### src/rtl/sshift_pkg.sv
package sshift_pkg;

  typedef enum logic [1:0] {
    SRC_SOFT     = 2'd0,
    SRC_TIMER    = 2'd1,
    SRC_PIN_RISE = 2'd2,
    SRC_PIN_FALL = 2'd3
  } clk_src_e;

  typedef enum logic [1:0] {
    WIRE_OFF   = 2'd0,
    WIRE_THREE = 2'd1,
    WIRE_TWO   = 2'd2,
    WIRE_RSVD  = 2'd3
  } wire_mode_e;

  typedef struct packed {
    logic shift;
    logic count;
    logic latch_open;
  } step_t;

endpackage

### src/rtl/sshift_sync.sv
module sshift_sync #(
  parameter int STAGES = 2
) (
  input  logic clk,
  input  logic rst_n,
  input  logic d_i,
  output logic q_o
);
  logic [STAGES-1:0] chain_q, chain_d;

  generate
    if (STAGES == 1) begin : g_one
      always_comb chain_d = d_i;
    end else begin : g_many
      always_comb chain_d = {chain_q[STAGES-2:0], d_i};
    end
  endgenerate

  always_ff @(posedge clk or negedge rst_n) begin
    if (!rst_n) chain_q <= '0;
    else        chain_q <= chain_d;
  end

  assign q_o = chain_q[STAGES-1];
endmodule

### src/rtl/sshift_clksel.sv
module sshift_clksel
  import sshift_pkg::*;
(
  input  logic     clk,
  input  logic     rst_n,
  input  clk_src_e src_i,
  input  logic     sw_strobe_i,
  input  logic     tmr_ovf_i,
  input  logic     pin_s_i,
  output step_t    step_o
);
  logic prev_q;
  logic pin_rise, pin_fall;

  always_ff @(posedge clk or negedge rst_n) begin
    if (!rst_n) prev_q <= 1'b0;
    else        prev_q <= pin_s_i;
  end

  assign pin_rise = pin_s_i & ~prev_q;
  assign pin_fall = ~pin_s_i & prev_q;

  always_comb begin
    step_o = '0;
    unique case (src_i)
      SRC_SOFT: begin
        step_o.shift      = sw_strobe_i;
        step_o.count      = sw_strobe_i;
        step_o.latch_open = 1'b1;
      end
      SRC_TIMER: begin
        step_o.shift      = tmr_ovf_i;
        step_o.count      = tmr_ovf_i;
        step_o.latch_open = 1'b1;
      end
      SRC_PIN_RISE: begin
        step_o.shift      = pin_rise;
        step_o.count      = pin_rise | pin_fall;
        step_o.latch_open = ~pin_s_i;
      end
      SRC_PIN_FALL: begin
        step_o.shift      = pin_fall;
        step_o.count      = pin_rise | pin_fall;
        step_o.latch_open = pin_s_i;
      end
      default: step_o = '0;
    endcase
  end
endmodule

### src/rtl/sshift_datapath.sv
module sshift_datapath #(
  parameter int DW = 8
) (
  input  logic          clk,
  input  logic          rst_n,
  input  logic          wr_i,
  input  logic [DW-1:0] wr_data_i,
  input  logic          shift_i,
  input  logic          latch_open_i,
  input  logic          di_s_i,
  output logic [DW-1:0] shreg_o,
  output logic          dout_o
);
  logic [DW-1:0] sr_q, sr_d;
  logic          hold_q;

  always_comb begin
    sr_d = sr_q;
    if (wr_i)         sr_d = wr_data_i;
    else if (shift_i) sr_d = {sr_q[DW-2:0], di_s_i};
  end

  // level-sensitive hold stage: passes the MSB while open, keeps it while closed
  assign dout_o = latch_open_i ? sr_q[DW-1] : hold_q;

  always_ff @(posedge clk or negedge rst_n) begin
    if (!rst_n) begin
      sr_q   <= '0;
      hold_q <= 1'b0;
    end else begin
      sr_q   <= sr_d;
      hold_q <= dout_o;
    end
  end

  assign shreg_o = sr_q;
endmodule

### src/rtl/sshift_counter.sv
module sshift_counter #(
  parameter int CW = 4
) (
  input  logic          clk,
  input  logic          rst_n,
  input  logic          wr_i,
  input  logic [CW-1:0] wr_val_i,
  input  logic          count_i,
  input  logic          clr_i,
  output logic [CW-1:0] cnt_o,
  output logic          flag_o
);
  localparam logic [CW-1:0] CNT_MAX = '1;

  logic [CW-1:0] cnt_q, cnt_d;
  logic          flag_q, flag_d;
  logic          wrap;

  assign wrap = count_i & ~wr_i & (cnt_q == CNT_MAX);

  always_comb begin
    cnt_d = cnt_q;
    if (wr_i)         cnt_d = wr_val_i;
    else if (count_i) cnt_d = cnt_q + 1'b1;
    flag_d = wrap | (flag_q & ~clr_i);
  end

  always_ff @(posedge clk or negedge rst_n) begin
    if (!rst_n) begin
      cnt_q  <= '0;
      flag_q <= 1'b0;
    end else begin
      cnt_q  <= cnt_d;
      flag_q <= flag_d;
    end
  end

  assign cnt_o  = cnt_q;
  assign flag_o = flag_q;
endmodule

### src/rtl/sshift_unit.sv
module sshift_unit
  import sshift_pkg::*;
#(
  parameter int DW          = 8,
  parameter int CW          = 4,
  parameter int SYNC_STAGES = 2
) (
  input  logic          clk,
  input  logic          rst_n,
  input  logic          wr_en_i,
  input  logic          wr_sel_i,
  input  logic [DW-1:0] wr_data_i,
  output logic [DW-1:0] rd_data_o,
  output logic [CW-1:0] rd_cnt_o,
  input  logic [1:0]    mode_i,
  input  logic [1:0]    clk_src_i,
  input  logic          sw_strobe_i,
  input  logic          sw_toggle_i,
  input  logic          tmr_ovf_i,
  input  logic          sck_i,
  output logic          sck_o,
  input  logic          di_i,
  output logic          do_o,
  output logic          sda_pull_o,
  input  logic          ovf_clr_i,
  output logic          ovf_flag_o
);
  localparam int RST_STAGES = 2;

  logic [RST_STAGES-1:0] rst_pipe_q;
  logic                  rst_int_n;
  logic                  pin_s, di_s, dout;
  logic                  tog_q, tog_d;
  step_t                 step;
  wire_mode_e            mode;

  always_ff @(posedge clk or negedge rst_n) begin
    if (!rst_n) rst_pipe_q <= '0;
    else        rst_pipe_q <= {rst_pipe_q[RST_STAGES-2:0], 1'b1};
  end
  assign rst_int_n = rst_pipe_q[RST_STAGES-1];

  sshift_sync #(.STAGES(SYNC_STAGES)) u_sck_sync (
    .clk(clk), .rst_n(rst_int_n), .d_i(sck_i), .q_o(pin_s)
  );

  sshift_sync #(.STAGES(SYNC_STAGES)) u_di_sync (
    .clk(clk), .rst_n(rst_int_n), .d_i(di_i), .q_o(di_s)
  );

  sshift_clksel u_clksel (
    .clk(clk), .rst_n(rst_int_n), .src_i(clk_src_e'(clk_src_i)),
    .sw_strobe_i(sw_strobe_i), .tmr_ovf_i(tmr_ovf_i),
    .pin_s_i(pin_s), .step_o(step)
  );

  sshift_datapath #(.DW(DW)) u_dp (
    .clk(clk), .rst_n(rst_int_n),
    .wr_i(wr_en_i & ~wr_sel_i), .wr_data_i(wr_data_i),
    .shift_i(step.shift), .latch_open_i(step.latch_open),
    .di_s_i(di_s), .shreg_o(rd_data_o), .dout_o(dout)
  );

  sshift_counter #(.CW(CW)) u_cnt (
    .clk(clk), .rst_n(rst_int_n),
    .wr_i(wr_en_i & wr_sel_i), .wr_val_i(wr_data_i[CW-1:0]),
    .count_i(step.count), .clr_i(ovf_clr_i),
    .cnt_o(rd_cnt_o), .flag_o(ovf_flag_o)
  );

  assign tog_d = tog_q ^ sw_toggle_i;

  always_ff @(posedge clk or negedge rst_int_n) begin
    if (!rst_int_n) tog_q <= 1'b0;
    else            tog_q <= tog_d;
  end
  assign sck_o = tog_q;

  assign mode       = wire_mode_e'(mode_i);
  assign do_o       = (mode == WIRE_THREE) & dout;
  assign sda_pull_o = (mode == WIRE_TWO) & ~dout;
endmodule

### config.mk
export PLATFORM = sky130hd
export DESIGN_NAME = sshift_unit
export DESIGN_NICKNAME = d
export VERILOG_FILES = /design/src/rtl/sshift_pkg.sv /design/src/rtl/sshift_sync.sv /design/src/rtl/sshift_clksel.sv /design/src/rtl/sshift_datapath.sv /design/src/rtl/sshift_counter.sv /design/src/rtl/sshift_unit.sv
export SDC_FILE = /design/constraint.sdc
export NUM_CORES = 1
export LEC_CHECK = 0
export BUFFER_PORTS_ARGS = -buffer_cell sky130_fd_sc_hd__buf_2
export CORE_MARGIN = 8
export CORE_UTILIZATION = 42
export DETAILED_ROUTE_END_ITERATION = 10
export PLACE_DENSITY = 0.7
export SKIP_LAST_GASP = 1
export SLEW_MARGIN = 20
export SYNTH_ARGS = -nofsm -noshare
export SYNTH_HDL_FRONTEND = slang
export SYNTH_HIERARCHICAL = 1
export SYNTH_SLANG_ARGS = --single-unit
### constraint.sdc
create_clock -name clk -period 1.5 [get_ports clk]
set_input_delay 0.3 -clock clk [delete_from_list [all_inputs] [get_ports clk]]
set_output_delay 0.3 -clock clk [all_outputs]
set_load 0.01 [all_outputs]
# --- Word level (Yosys, flattened, before mapping) ---
# Index checks and enable logic that the tools add are counted.
op_classes:
  addsub: 1
  n_eq_ne: 6
  n_mux: 6
  n_bitwise: 18
  reduce_logical: 3
ops:
  columns: ["cell", "count"]
  rows:
  - ["$mux 8", 2]
  - ["$pmux 3 s4", 1]
  - ["$and 1x1->1", 9]
  - ["$mux 4", 2]
  - ["$eq 2x2->1 const B", 3]
  - ["$not 1->1", 6]
  - ["$add 4x1->4 const B", 1]
  - ["$eq 2x1->1 const B", 2]
  - ["$eq 4x4->1 const B", 1]
  - ["$reduce_bool 2->1", 2]
  - ["$logic_not 2->1", 1]
  - ["$or 1x1->1", 2]
  - ["$mux 1", 1]
  - ["$xor 1x1->1", 1]
totals:
  regBits: 22
  inputBits: 22
  output_inout_bits: 16
  word_cells: 43

# --- Logic depth before layout (Yosys ltp) ---
logic_depth:
  ltp_word: 7
  ltp_mapped: 7
  ltp_nobuf: 6

# --- Hierarchy ---
# Netlist, hierarchy kept.
modules_own_cells:
  columns: ["mod", "n_inst", "cells_each", "area_each_um2", "seq_area_each_um2"]
  rows:
  - ["sshift_datapath", 1, 36, 409.1, 225.2]
  - ["sshift_counter", 1, 22, 244.0, 125.1]
  - ["sshift_unit", 1, 9, 125.1, 75.1]
  - ["sshift_clksel", 1, 11, 110.1, 25.0]
  - ["sshift_sync", 2, 2, 50.0, 50.0]

# --- Least setup slack after synthesis ---
# Ideal clock, no wire load.
synth_timing:
  path_kind: "reg2reg"
  from: "reg u_sck_sync.chain_q[1]"
  to: "reg u_cnt.cnt_q[3] (netlist: u_cnt/cnt_o[3])"
  setup_time_ns: 0.125
  t_arrival_ns: 1.547
  required_ns: 1.375
  setup_slack_ns: -0.172
  path_stages_with_launch: 7
  n_path_buf: 0
  synth_period_minus_slack_ns: 1.672
  cell_sequence: "dfrtp_1 inv_1 ha_1 mux2i_1 nand4_2 xnor2_1 mux2_2"
synth_rtl:
  columns: ["element", "line", "text"]
  rows:
  - ["from (decl)", "sshift_sync.sv:9", "logic [STAGES-1:0] chain_q, chain_d;"]
  - ["from (signal assigned)", "sshift_sync.sv:21", "else chain_q <= chain_d;"]
  - ["to (signal assigned)", "sshift_counter.sv:33", "cnt_q <= cnt_d;"]
  - ["to (decl)", "sshift_counter.sv:15", "logic [CW-1:0] cnt_q, cnt_d;"]

==> impl_metrics.json <==
{
  "overflow": 0,
  "p_int_mw": 1.13,
  "dpl_cell_area_um2": 1240,
  "synth-main-ff-cell": "dfrtp_1",
  "endpoint_kind": "output pin",
  "final.min_clock_period_ns": 1.84,
  "htree_levels": 1,
  "n_fill_cell": 208,
  "leakagePower_nw": 0.665,
  "fmax_mhz": 544,
  "hold_path_class": "input pin to register",
  "drt_iter0_drc": 18,
  "required_ns": 1.20,
  "numCtsBuffers": 3,
  "setup_ws_ns": -0.339,
  "fin_util_pct": 59.3,
  "synth_top_family_by_area": "multiplexers",
  "hpwl_um": 1610,
  "die_h_um": 64.5,
  "port_buffers": 37,
  "combinationalPowerShare_pct": 30.7,
  "synth.top_cell.area_share_pct": 55.7,
  "synth_cell_type_count": 18,
  "clockBufferDepth": 2,
  "cp.arrival_ns": 1.54,
  "layout-drive-gt1-share_pct": 44.9,
  "start_kind": "register",
  "die-area_um2": 4160,
  "synthMuxAreaShare_pct": 15.4,
  "synth_nets": 107,
  "wire_per_inst_um": 12.8,
  "synth-seq-cells": 22,
  "total_power_mw": 1.67,
  "grt_setup_unrepaired": "true",
  "critical_path.cell_chain": "xor2_1 > nand2_1 > mux2_4 > and3b_1 > buf_2",
  "syn_area_per_cell_um2": 12.1,
  "area_delta_synth_final_pct": 32.8,
  "rows": 17,
  "peakVddDrop_uv": 954,
  "clock_power_share_pct": 19.5,
  "hold_viol": 0,
  "power_switching_uw": 539,
  "synth.most_common_cell": "dfrtp_1",
  "routed_wl_um": 1990,
  "cp_slowest_stage_delay_ns": 0.41,
  "max_cap_violations": 0,
  "synth_compound_area_share_pct": 6.46,
  "netSwitchingFraction_pct": 32.3,
  "slowest_stage": "dfrtp_1",
  "grt_pass1_wl_um": 3500,
  "grt_max_degree": 21,
  "first_global_vias": 849,
  "failed_checks": "setup timing",
  "drcViolationCount": 0,
  "setup_violations": 6,
  "maxSlewViolCount": 0,
  "synthTopCellsByArea": "dfrtp_1 56%, mux2i_1 13%, nand2_1 5.3%",
  "skew_ns": 0.00236,
  "firstDrtPassIters": 4,
  "synth_xor_area_share_pct": 4.43,
  "core_um2": 2210,
  "worstSkewPairLatency_ns": 0.30,
  "drtAntennaViolNets": 0,
  "synth-edff-count": 0,
  "antenna_cells": 0,
  "synthTopCellsByCount": "22 x dfrtp_1, 14 x nand2_1, 13 x mux2i_1",
  "syn_area_um2": 988,
  "status": "finished, violations left",
  "yosysTopAreaCell": "dfrtp_1",
  "via_per_inst": 4.80,
  "die_w_um": 64.5,
  "cts_tree": "done",
  "async_flop_share_pct": 100,
  "p_per_area_nw_per_um2": 1270,
  "yosysWarnings": 6,
  "crit_fanout": 3,
  "track_usage_pct": 10.1,
  "seqPwrFrac_pct": 49.8,
  "io_pins": 38,
  "crit_type": "register to output pin",
  "antenna_found_initial": 0,
  "vias": 744,
  "fin_crit_sh_pct": 123,
  "fin_hold_ws_ns": 0.0911,
  "gp_congestion": 0.775,
  "initial_utilization_pct": 44.7,
  "place_ws_ns": -0.114,
  "clk_pin_slew_worst_paths_ns": 0.12,
  "syn_inst": 82,
  "finalNetCount": 153,
  "cts_sinks": 22,
  "ctsRootBufferMaster": "clkbuf_4",
  "finalInstanceArea_um2": 1310,
  "synthAdderAreaFrac_pct": 3.80,
  "yosys.area_share.simple_pct": 10.4,
  "yosysSeqAreaShare_pct": 55.7
}
==> final timing paths <==
path / from / endpoint / slack [ns] / cells past startpoint
setup / recovery: u_sck_sync/chain_q[1]$_DFF_PN0_ / do_o / -0.34 / 5
hold / removal: di_i / u_di_sync/chain_q[0]$_DFF_PN0_ / 0.09 / 1
setup reg to reg: u_sck_sync/chain_q[1]$_DFF_PN0_ / u_cnt/cnt_o[3]$_DFFE_PN0P_ / -0.07 / 7
hold reg to reg: rst_pipe_q[1]$_DFF_PN0_ / u_cnt/flag_o$_DFF_PN0_ / 0.21 / 1
max in group asynchronous: rst_pipe_q[1]$_DFF_PN0_ / u_cnt/cnt_o[2]$_DFFE_PN0P_ / 1.09 / 1
min in group asynchronous: rst_pipe_q[1]$_DFF_PN0_ / u_cnt/flag_o$_DFF_PN0_ / 0.21 / 1
==> logic make-up (layout without fill, tap and decap cells) <==
group,count (synthesis),in the layout
buffers and inverters,5,50
DFF,22,22
adders and majority gates,3,3
AOI/OAI and AO/OA,12,12
and+or+nand+nor,19,19
muxes,15,15
xor gates and xnor gates,5,5
other,1,1
==> power by group through the flow <==
stage,combinational (mW),sequential [mW],clock (mW)
detailed placement,0.499,0.843,0
global placement,0.489,0.836,0
floorplan,0.236,0.891,0
finish,0.511,0.829,0.325
global route,0.571,0.850,0.355
CTS,0.509,0.832,0.337
==> metal layers <==
metal  wire [µm]  track usage (%)  vias to the layer above  part of all wire, %
li1            -                -                      366                    -
met1         907             11.6                      352                   46
met2         908             16.0                       24                   46
met3         159             4.47                        2                  8.0
met4          13             4.09                        0                 0.65
met5           0                0                        -                    0
==> timing repair <==
item,in CTS,in global routing
endpoints found under the hold margin,2,0
pin swaps,4,2
gates resized for setup,1,4
endpoints found under the setup margin,3,15
buffers inserted,1,0
hold buffers,1,0
==> registers in the layout (all words and copies together) (netlist names) <==
signal              count
u_sck_sync/chain_q      2
u_di_sync/chain_q       2
rst_pipe_q              2
u_cnt/flag_o            1
u_dp/shreg_o            8
u_clksel/prev_q         1
sck_o                   1
u_cnt/cnt_o             4
u_dp/hold_q             1
==> critical path: cells and delay by family, from the launching register on <==
family,cells,cell delay (ns)
XOR/XNOR,1,0.14
buffers and inverters,1,0.13
flip-flops,1,0.41
multiplexers,1,0.31
AND/OR/NAND/NOR,2,0.25
==> placed cells by master, fill, tap and decap left out, drive strengths merged, types with 2 or more instances in the layout <==
cell	instances
o21ai	11
ha	3
nand2	14
xnor2	2
dfrtp	22
clkbuf	4
inv	3
mux2	2
xor2	3
buf	42
mux2i	13
==> stage by stage <==
stage / std cells / setup TNS (ns)
2_1_floorplan: 82 / 0
3_3_place_gp: 149 / -0.255
3_5_place_dp: 149 / -0.604
4_1_cts: 155 / -0.929
5_1_grt: 155 / -2.23
6_report: 155 / -0.756
==> cell type report <==
class	instances	area (µm²)	area share, %
clock buffer	4	36.3	2.76
inverter	3	11.3	0.858
multi-input combinational	55	443	33.7
sequential	22	551	41.9
tap	28	35.0	2.67
timing repair buffer	43	236	18.0
No activity file was read; power rests on OpenSTA's default activity.
